**config.mk**
```make
export PLATFORM = sky130hd
export DESIGN_NAME = voice_wave_mixer
export DESIGN_NICKNAME = d
export VERILOG_FILES = /design/src/rtl/wvsel_pkg.sv /design/src/rtl/wvsel_lfsr.sv /design/src/rtl/wvsel_ramp.sv /design/src/rtl/wvsel_mix.sv /design/src/rtl/voice_wave_mixer.sv
export SDC_FILE = /design/constraint.sdc
export NUM_CORES = 1
export LEC_CHECK = 0
export CAP_MARGIN = 20
export CORE_UTILIZATION = 50
export CTS_CLUSTER_SIZE = 30
export DETAILED_ROUTE_END_ITERATION = 10
export PLACE_DENSITY = 0.9
export SYNTH_ARGS = -nofsm -noshare
export SYNTH_HDL_FRONTEND = slang
export SYNTH_SLANG_ARGS = --single-unit
```
**constraint.sdc**
```tcl
create_clock -name clk -period 3.15 [get_ports clk]
set_clock_uncertainty 0.1 [all_clocks]
set_input_delay 0.315 -clock clk [delete_from_list [all_inputs] [get_ports clk]]
set_output_delay 0.315 -clock clk [all_outputs]
set_load 0.03 [all_outputs]
```
**src/rtl/wvsel_pkg.sv**
```systemverilog
package wvsel_pkg;

   localparam int NOISE_TAPS = 8;

   typedef struct packed {
      logic noise;
      logic pulse;
      logic saw;
      logic tri_w;
   } wsel_t;

   // shift-register bit feeding noise output bit (OUT_W-NOISE_TAPS+k)
   function automatic int noise_tap(input int k);
      case (k)
         0:       return 0;
         1:       return 2;
         2:       return 5;
         3:       return 9;
         4:       return 11;
         5:       return 14;
         6:       return 18;
         default: return 20;
      endcase
   endfunction

endpackage

```
**src/rtl/wvsel_lfsr.sv**
```systemverilog
module wvsel_lfsr #(
   parameter int LFSR_W = 23,
   parameter int FB_A   = 22,
   parameter int FB_B   = 17
) (
   input  logic clk,
   input  logic rst_n,
   input  logic step_bit_i,
   output logic [wvsel_pkg::NOISE_TAPS-1:0] noise_o
);
   import wvsel_pkg::*;

   logic [LFSR_W-1:0] state_q;
   logic              prev_q;
   logic              advance;

   generate
      if (noise_tap(NOISE_TAPS-1) >= LFSR_W) begin : g_bad_taps
         $error("noise tap beyond shift register width");
      end
      if (FB_A >= LFSR_W || FB_B >= LFSR_W) begin : g_bad_fb
         $error("feedback tap beyond shift register width");
      end
   endgenerate

   assign advance = step_bit_i & ~prev_q;

   always_ff @(posedge clk) begin
      if (!rst_n) begin
         state_q <= '1;
         prev_q  <= 1'b1;
      end else begin
         prev_q <= step_bit_i;
         if (advance)
            state_q <= {state_q[LFSR_W-2:0], state_q[FB_A] ^ state_q[FB_B]};
      end
   end

   // every state bit reaches either the feedback or a noise tap
   logic unused_mid;
   assign unused_mid = ^state_q;

   generate
      for (genvar k = 0; k < NOISE_TAPS; k++) begin : g_tap
         assign noise_o[k] = state_q[noise_tap(k)];
      end
   endgenerate

endmodule

```
**src/rtl/wvsel_ramp.sv**
```systemverilog
module wvsel_ramp #(
   parameter int OUT_W = 12
) (
   input  logic [OUT_W:0]   acc_top_i,
   input  logic             saw_msb_i,
   input  logic             ring_en_i,
   input  logic             ring_msb_i,
   output logic [OUT_W-1:0] tri_o,
   output logic [OUT_W-1:0] saw_o
);
   logic fold;

   always_comb begin
      if (ring_en_i)
         fold = acc_top_i[OUT_W] ^ ~ring_msb_i;
      else
         fold = acc_top_i[OUT_W];
   end

   assign tri_o = acc_top_i[OUT_W-1:0] ^ {OUT_W{fold}};
   assign saw_o = {saw_msb_i, acc_top_i[OUT_W-1:1]};

endmodule

```
**src/rtl/wvsel_mix.sv**
```systemverilog
module wvsel_mix #(
   parameter int OUT_W = 12
) (
   input  wvsel_pkg::wsel_t sel_i,
   input  logic [OUT_W-1:0] tri_i,
   input  logic [OUT_W-1:0] saw_i,
   input  logic             pulse_i,
   input  logic [OUT_W-1:0] noise_i,
   output logic [OUT_W-1:0] wave_o
);
   logic             any_ramp;
   logic [OUT_W-1:0] and_word;

   assign any_ramp = sel_i.tri_w | sel_i.saw | sel_i.pulse;

   always_comb begin
      and_word = '1;
      if (sel_i.tri_w) and_word = and_word & tri_i;
      if (sel_i.saw)   and_word = and_word & saw_i;
      if (sel_i.pulse) and_word = and_word & {OUT_W{pulse_i}};
   end

   always_comb begin
      if (sel_i.noise)
         wave_o = any_ramp ? '0 : noise_i;
      else if (!any_ramp)
         wave_o = '0;
      else
         wave_o = and_word;
   end

endmodule

```
**src/rtl/voice_wave_mixer.sv**
```systemverilog
module voice_wave_mixer #(
   parameter int ACC_W       = 24,
   parameter int OUT_W       = 12,
   parameter int LFSR_W      = 23,
   parameter int FB_A        = 22,
   parameter int FB_B        = 17,
   parameter int STEP_BIT    = 19,
   parameter int REG_SAW_MSB = 0
) (
   input  logic             clk,
   input  logic             rst_n,
   input  logic [OUT_W:0]   acc_top_i,
   input  logic             ring_msb_i,
   input  logic             ring_en_i,
   input  logic             pulse_i,
   input  logic             sel_tri_i,
   input  logic             sel_saw_i,
   input  logic             sel_pulse_i,
   input  logic             sel_noise_i,
   output logic [OUT_W-1:0] wave_o
);
   import wvsel_pkg::*;

   localparam int ACC_LSB  = ACC_W - 1 - OUT_W;
   localparam int STEP_IDX = STEP_BIT - ACC_LSB;
   localparam int PAD_W    = OUT_W - NOISE_TAPS;

   generate
      if (OUT_W <= NOISE_TAPS) begin : g_bad_out
         $error("output width must exceed the noise tap count");
      end
      if (ACC_LSB < 0) begin : g_bad_acc
         $error("accumulator narrower than output plus one");
      end
      if (STEP_IDX < 0 || STEP_IDX > OUT_W) begin : g_bad_step
         $error("noise step bit outside the supplied accumulator bits");
      end
      if (REG_SAW_MSB != 0 && REG_SAW_MSB != 1) begin : g_bad_var
         $error("REG_SAW_MSB must be 0 or 1");
      end
   endgenerate

   wsel_t                  sel;
   logic                   saw_msb;
   logic [OUT_W-1:0]       tri_w;
   logic [OUT_W-1:0]       saw_w;
   logic [NOISE_TAPS-1:0]  noise_bits;
   logic [OUT_W-1:0]       noise_w;

   assign sel = '{noise: sel_noise_i, pulse: sel_pulse_i,
                  saw: sel_saw_i, tri_w: sel_tri_i};

   generate
      if (REG_SAW_MSB != 0) begin : g_saw_reg
         logic msb_q;
         always_ff @(posedge clk) begin
            if (!rst_n) msb_q <= 1'b0;
            else        msb_q <= acc_top_i[OUT_W];
         end
         assign saw_msb = msb_q;
      end else begin : g_saw_direct
         assign saw_msb = acc_top_i[OUT_W];
      end
   endgenerate

   wvsel_lfsr #(
      .LFSR_W (LFSR_W),
      .FB_A   (FB_A),
      .FB_B   (FB_B)
   ) u_lfsr (
      .clk        (clk),
      .rst_n      (rst_n),
      .step_bit_i (acc_top_i[STEP_IDX]),
      .noise_o    (noise_bits)
   );

   assign noise_w = {noise_bits, {PAD_W{1'b0}}};

   wvsel_ramp #(
      .OUT_W (OUT_W)
   ) u_ramp (
      .acc_top_i  (acc_top_i),
      .saw_msb_i  (saw_msb),
      .ring_en_i  (ring_en_i),
      .ring_msb_i (ring_msb_i),
      .tri_o      (tri_w),
      .saw_o      (saw_w)
   );

   wvsel_mix #(
      .OUT_W (OUT_W)
   ) u_mix (
      .sel_i   (sel),
      .tri_i   (tri_w),
      .saw_i   (saw_w),
      .pulse_i (pulse_i),
      .noise_i (noise_w),
      .wave_o  (wave_o)
   );

endmodule

```
# Word level (Yosys, flattened, before mapping)
# Index checks and enable logic that the tools add are counted.
# op_classes
bitwise_logic,10
n_mux,7
# ops
operator,n
$mux 12,6
$and 12x12->12,2
$xor 12x12->12,1
$not 1->1,2
$or 1x1->1,2
$xor 1x1->1,2
$and 1x1->1,1
$mux 1,1
# word_totals
in_bits,22
out_inout_bits,12
reg_bits,24

# Depth between registers and ports, before layout
# logic_depth
depth_word,11
ltp_mapped,5

# By module
# A second synthesis with hierarchy kept.
# unflattened
hier_cells,198
area_unflattened_um2,1851.8
# by_module_without_submodules
module,instances,seq_area_each_um2,cells_per_inst,area_each_um2
wvsel_lfsr,1,480.5,114,1167.4
wvsel_mix,1,0.0,44,350.3
wvsel_ramp,1,0.0,39,330.3
voice_wave_mixer,1,0.0,1,3.8

# Least setup slack after synthesis
# Ideal clock, no wire load.
# synth_timing
path_type,input-to-output
from,input port ring_en_i
to,output port wave_o[2]
t_arrival_ps,1641
slack_ps,1094
path_buffers,1
stages,4
required_ps,2735
path_cell_list,nor2b_4 -> buf_6 -> xnor3_1 -> a221oi_1
# synth_via
elab_chain_cells,9
# synth_lines
item,line,text
"start, declared",voice_wave_mixer.sv:14,"input logic ring_en_i,"
$mux 1 (*),wvsel_ramp.sv:14,if (ring_en_i)
$xor 12x12->12 (*),wvsel_ramp.sv:20,assign tri_o = acc_top_i[OUT_W-1:0] ^ {OUT_W{fold}};
$mux 12 (*),wvsel_mix.sv:18,if (sel_i.tri_w) and_word = and_word & tri_i;
$and 12x12->12,wvsel_mix.sv:19,if (sel_i.saw) and_word = and_word & saw_i;
$mux 12 (*),wvsel_mix.sv:19,
$and 12x12->12,wvsel_mix.sv:20,if (sel_i.pulse) and_word = and_word & {OUT_W{pulse_i}};
$mux 12 (*),wvsel_mix.sv:20,
$mux 12 (*),wvsel_mix.sv:26,else if (!any_ramp)
$mux 12 (*),wvsel_mix.sv:24,if (sel_i.noise)
"end, declared",voice_wave_mixer.sv:20,output logic [OUT_W-1:0] wave_o
# Every way passes the cells marked *; elsewhere a longest branch is shown, timed or not.

# Worst setup path after layout
# layout_timing
from,input port sel_saw_i
to,output port wave_o[0]
# layout_via
elab_chain_cells,5
# layout_lines
item,line,text
"start, declared",voice_wave_mixer.sv:17,"input logic sel_saw_i,"
$mux 12,wvsel_mix.sv:19,
$and 12x12->12,wvsel_mix.sv:20,
$mux 12,wvsel_mix.sv:20,
$mux 12 (*),wvsel_mix.sv:26,
$mux 12 (*),wvsel_mix.sv:24,
# Marks and branches as above.

==> metrics.cfg <==
[timing]
setup_viol = 0
worst_slew_pin_slew_ns = 0.7674
setup_ws_ns = 0.2107
hold_violations = 0
hold_slack_ns = 0.3793
fin_crit_sh_pct = 93.31
fmax_mhz = 340.2
relSlewSlack_pct = 48.84
period_needed_ns = 2.939
tns_ns = 0
slew_viol_final = 0
rsz0062_at_grt = no

[pwr]
total_power_uw = 665.7
vdd_drop_max_v = 0.0003431
power.clock.fraction_pct = 18.6
leakage_uw = 0.0008689
p_sw_uw = 188.1
swShare_pct = 28.25
seqPwrFrac_pct = 49.5
power_density_nw_per_um2 = 366.9
p_comb_share_pct = 32.0
internal_power_uw = 477.7

[route]
vias = 1253
dr.pass1.iters = 4
wl_mm = 3.173
drtIter0Drc = 74
drt.antenna.violating_nets = 0
wire_per_inst_um = 14.17
avgViaCountPerCell = 5.594
drc = 0

[min_path]
hold_path_class = flop to flop

[synth]
synth.area.top_cells = dfxtp_1, xnor3_1, nand2_1, nand3_1, nand4b_1
post-synth-top-area-fraction_pct = 32.35
syn_avg_cell_area_sq_um = 8.893
syn_inst = 167
syn_area_sq_um = 1485
ys_types = 23
synthTopCellsByCount = nand2_1, dfxtp_1, nand3_1
synth_seq_cells = 24
synthArstFlopShare_pct = 0
synth.largest_area_cell = dfxtp_1
synthFlopType = dfxtp_1
synth_warnings = 0
yosysMostFrequentCell = nand2_1
seq_area_frac_synth_pct = 32.35
synth.net_count = 189
synth_edf_count = 0

[die]
num_rows = 19
start_util_pct = 53.40
die_x_um = 56.50
core_sq_um = 2781
pin_count = 34
dieArea_sq_um = 3192
die_h_um = 56.50

[clock_network]
cts_tree = yes
cts_setup_buffers = 0
path_clk_slew_ns = 0.11
postCtsHoldBufs = 0
clk_latency_ns = 0.30
cts_sinks = 24
root_buffer = clkbuf_4
cts_made_buffers = 3
htree_levels = 1
post_cts_resized = 0
cts_buffer_depth = 2

[place]
port_buffers = 33
hpwlAfterDp_mm = 2.416
dp.cells = 221
pre_cts_ws_ns = 0.2024
gp_congestion = 0.7721

[setup_path]
cp.arrival_ns = 2.52
crit_path_end_kind = output port
critical_path_class = input pin to output port
startpoint_type = input pin
cp.required_ns = 2.73
crit_fanout = 9

[cells_and_area]
fillers = 246
multi_input_area_sq_um = 897.1
register_area_sq_um = 480.5
finalNonFillerCells = 224
fin_nets = 217
drive_gt1_share_pct = 5.699
antennaDiodeCount = 0
area_growth_pct = 22.16

[global_routing]
antenna_found_initial = 0
gr-total-overflow = 0
grt_pass1_vias = 1169
grt_max_degree = 25
grtUsageTotal_pct = 20.57
grt_first_pass_wirelength_mm = 5.175

[run]
maxCapViolations = 0

[status]
status = completed

-- power groups by stage --
stage	combinational, uW	sequential, uW	clock, uW
final	213	329	124
after global routing	228	331	138
after CTS	214	329	127
after detailed placement	213	336	0
after global placement	207	335	0
after floorplan	144	333	0
-- per-stage QoR --
step	util [%]	instance area (sq um)
global placement	64.42	1792
finish	65.23	1814
global route	65.23	1814
detailed placement	64.42	1792
CTS	65.23	1814
floorplan	-	1485
-- metal layers --
metal / share of wire [%] / wire [um] / track usage [%]
met1: 44 / 1385 / 24.89
met2: 51 / 1614 / 38.49
met3: 4.9 / 154 / 2.765
met4: 0.60 / 19 / 4.181
met5: 0 / 0 / 0
-- placed cells by master (no fill, tap or decap), drive strengths merged --
cell	count
nand3	22
nor2b	2
nor4b	1
inv	4
a22oi	8
o211ai	1
a221oi	4
xnor3	12
clkdlybuf4s50	33
clkbuf	3
buf	4
nand4b	8
xnor2	1
or3	1
dfxtp	24
nand3b	1
nand2b	11
nand2	53
-- worst paths after layout --
kind,start,end,slack (ns),cells after the start
worst max-delay path,sel_saw_i,wave_o[0],0.21,5
worst min-delay path,u_lfsr.state_q[16],u_lfsr.state_q[17],0.38,2
worst max register to register,u_lfsr.prev_q,u_lfsr.state_q[0],1.74,2
worst min register to register,u_lfsr.state_q[16],u_lfsr.state_q[17],0.38,2
-- critical path: stages --
cell and delay (ns):
clkdlybuf4s50_1 0.70, or3_1 0.35, nand3b_2 0.16, a221oi_1 0.26, clkdlybuf4s50_1 0.74
-- state kept, by name (all words and copies together), names as in the netlist --
signal and cells:
u_lfsr.prev_q 1, u_lfsr.state_q 23
-- final cells by class --
type	count	area share [%]
repair buffers	37	19.86
multi-input cells	125	49.45
inverters	4	0.8276
flip-flops and latches	24	26.48
well taps	31	2.138
clock buffers	3	1.241
-- cells by family (layout without fill, tap and decap cells) --
| kind of cell | count (synthesis) | in the layout | synth area share (%) |
|---|---|---|---|
| xor+xnor | 13 | 13 | 18.79 |
| buf+inv | 18 | 44 | 7.245 |
| compound gates | 13 | 13 | 7.330 |
| flops | 24 | 24 | 32.35 |
| simple gates | 99 | 99 | 34.29 |
No activity file was read; power rests on OpenSTA's default activity.
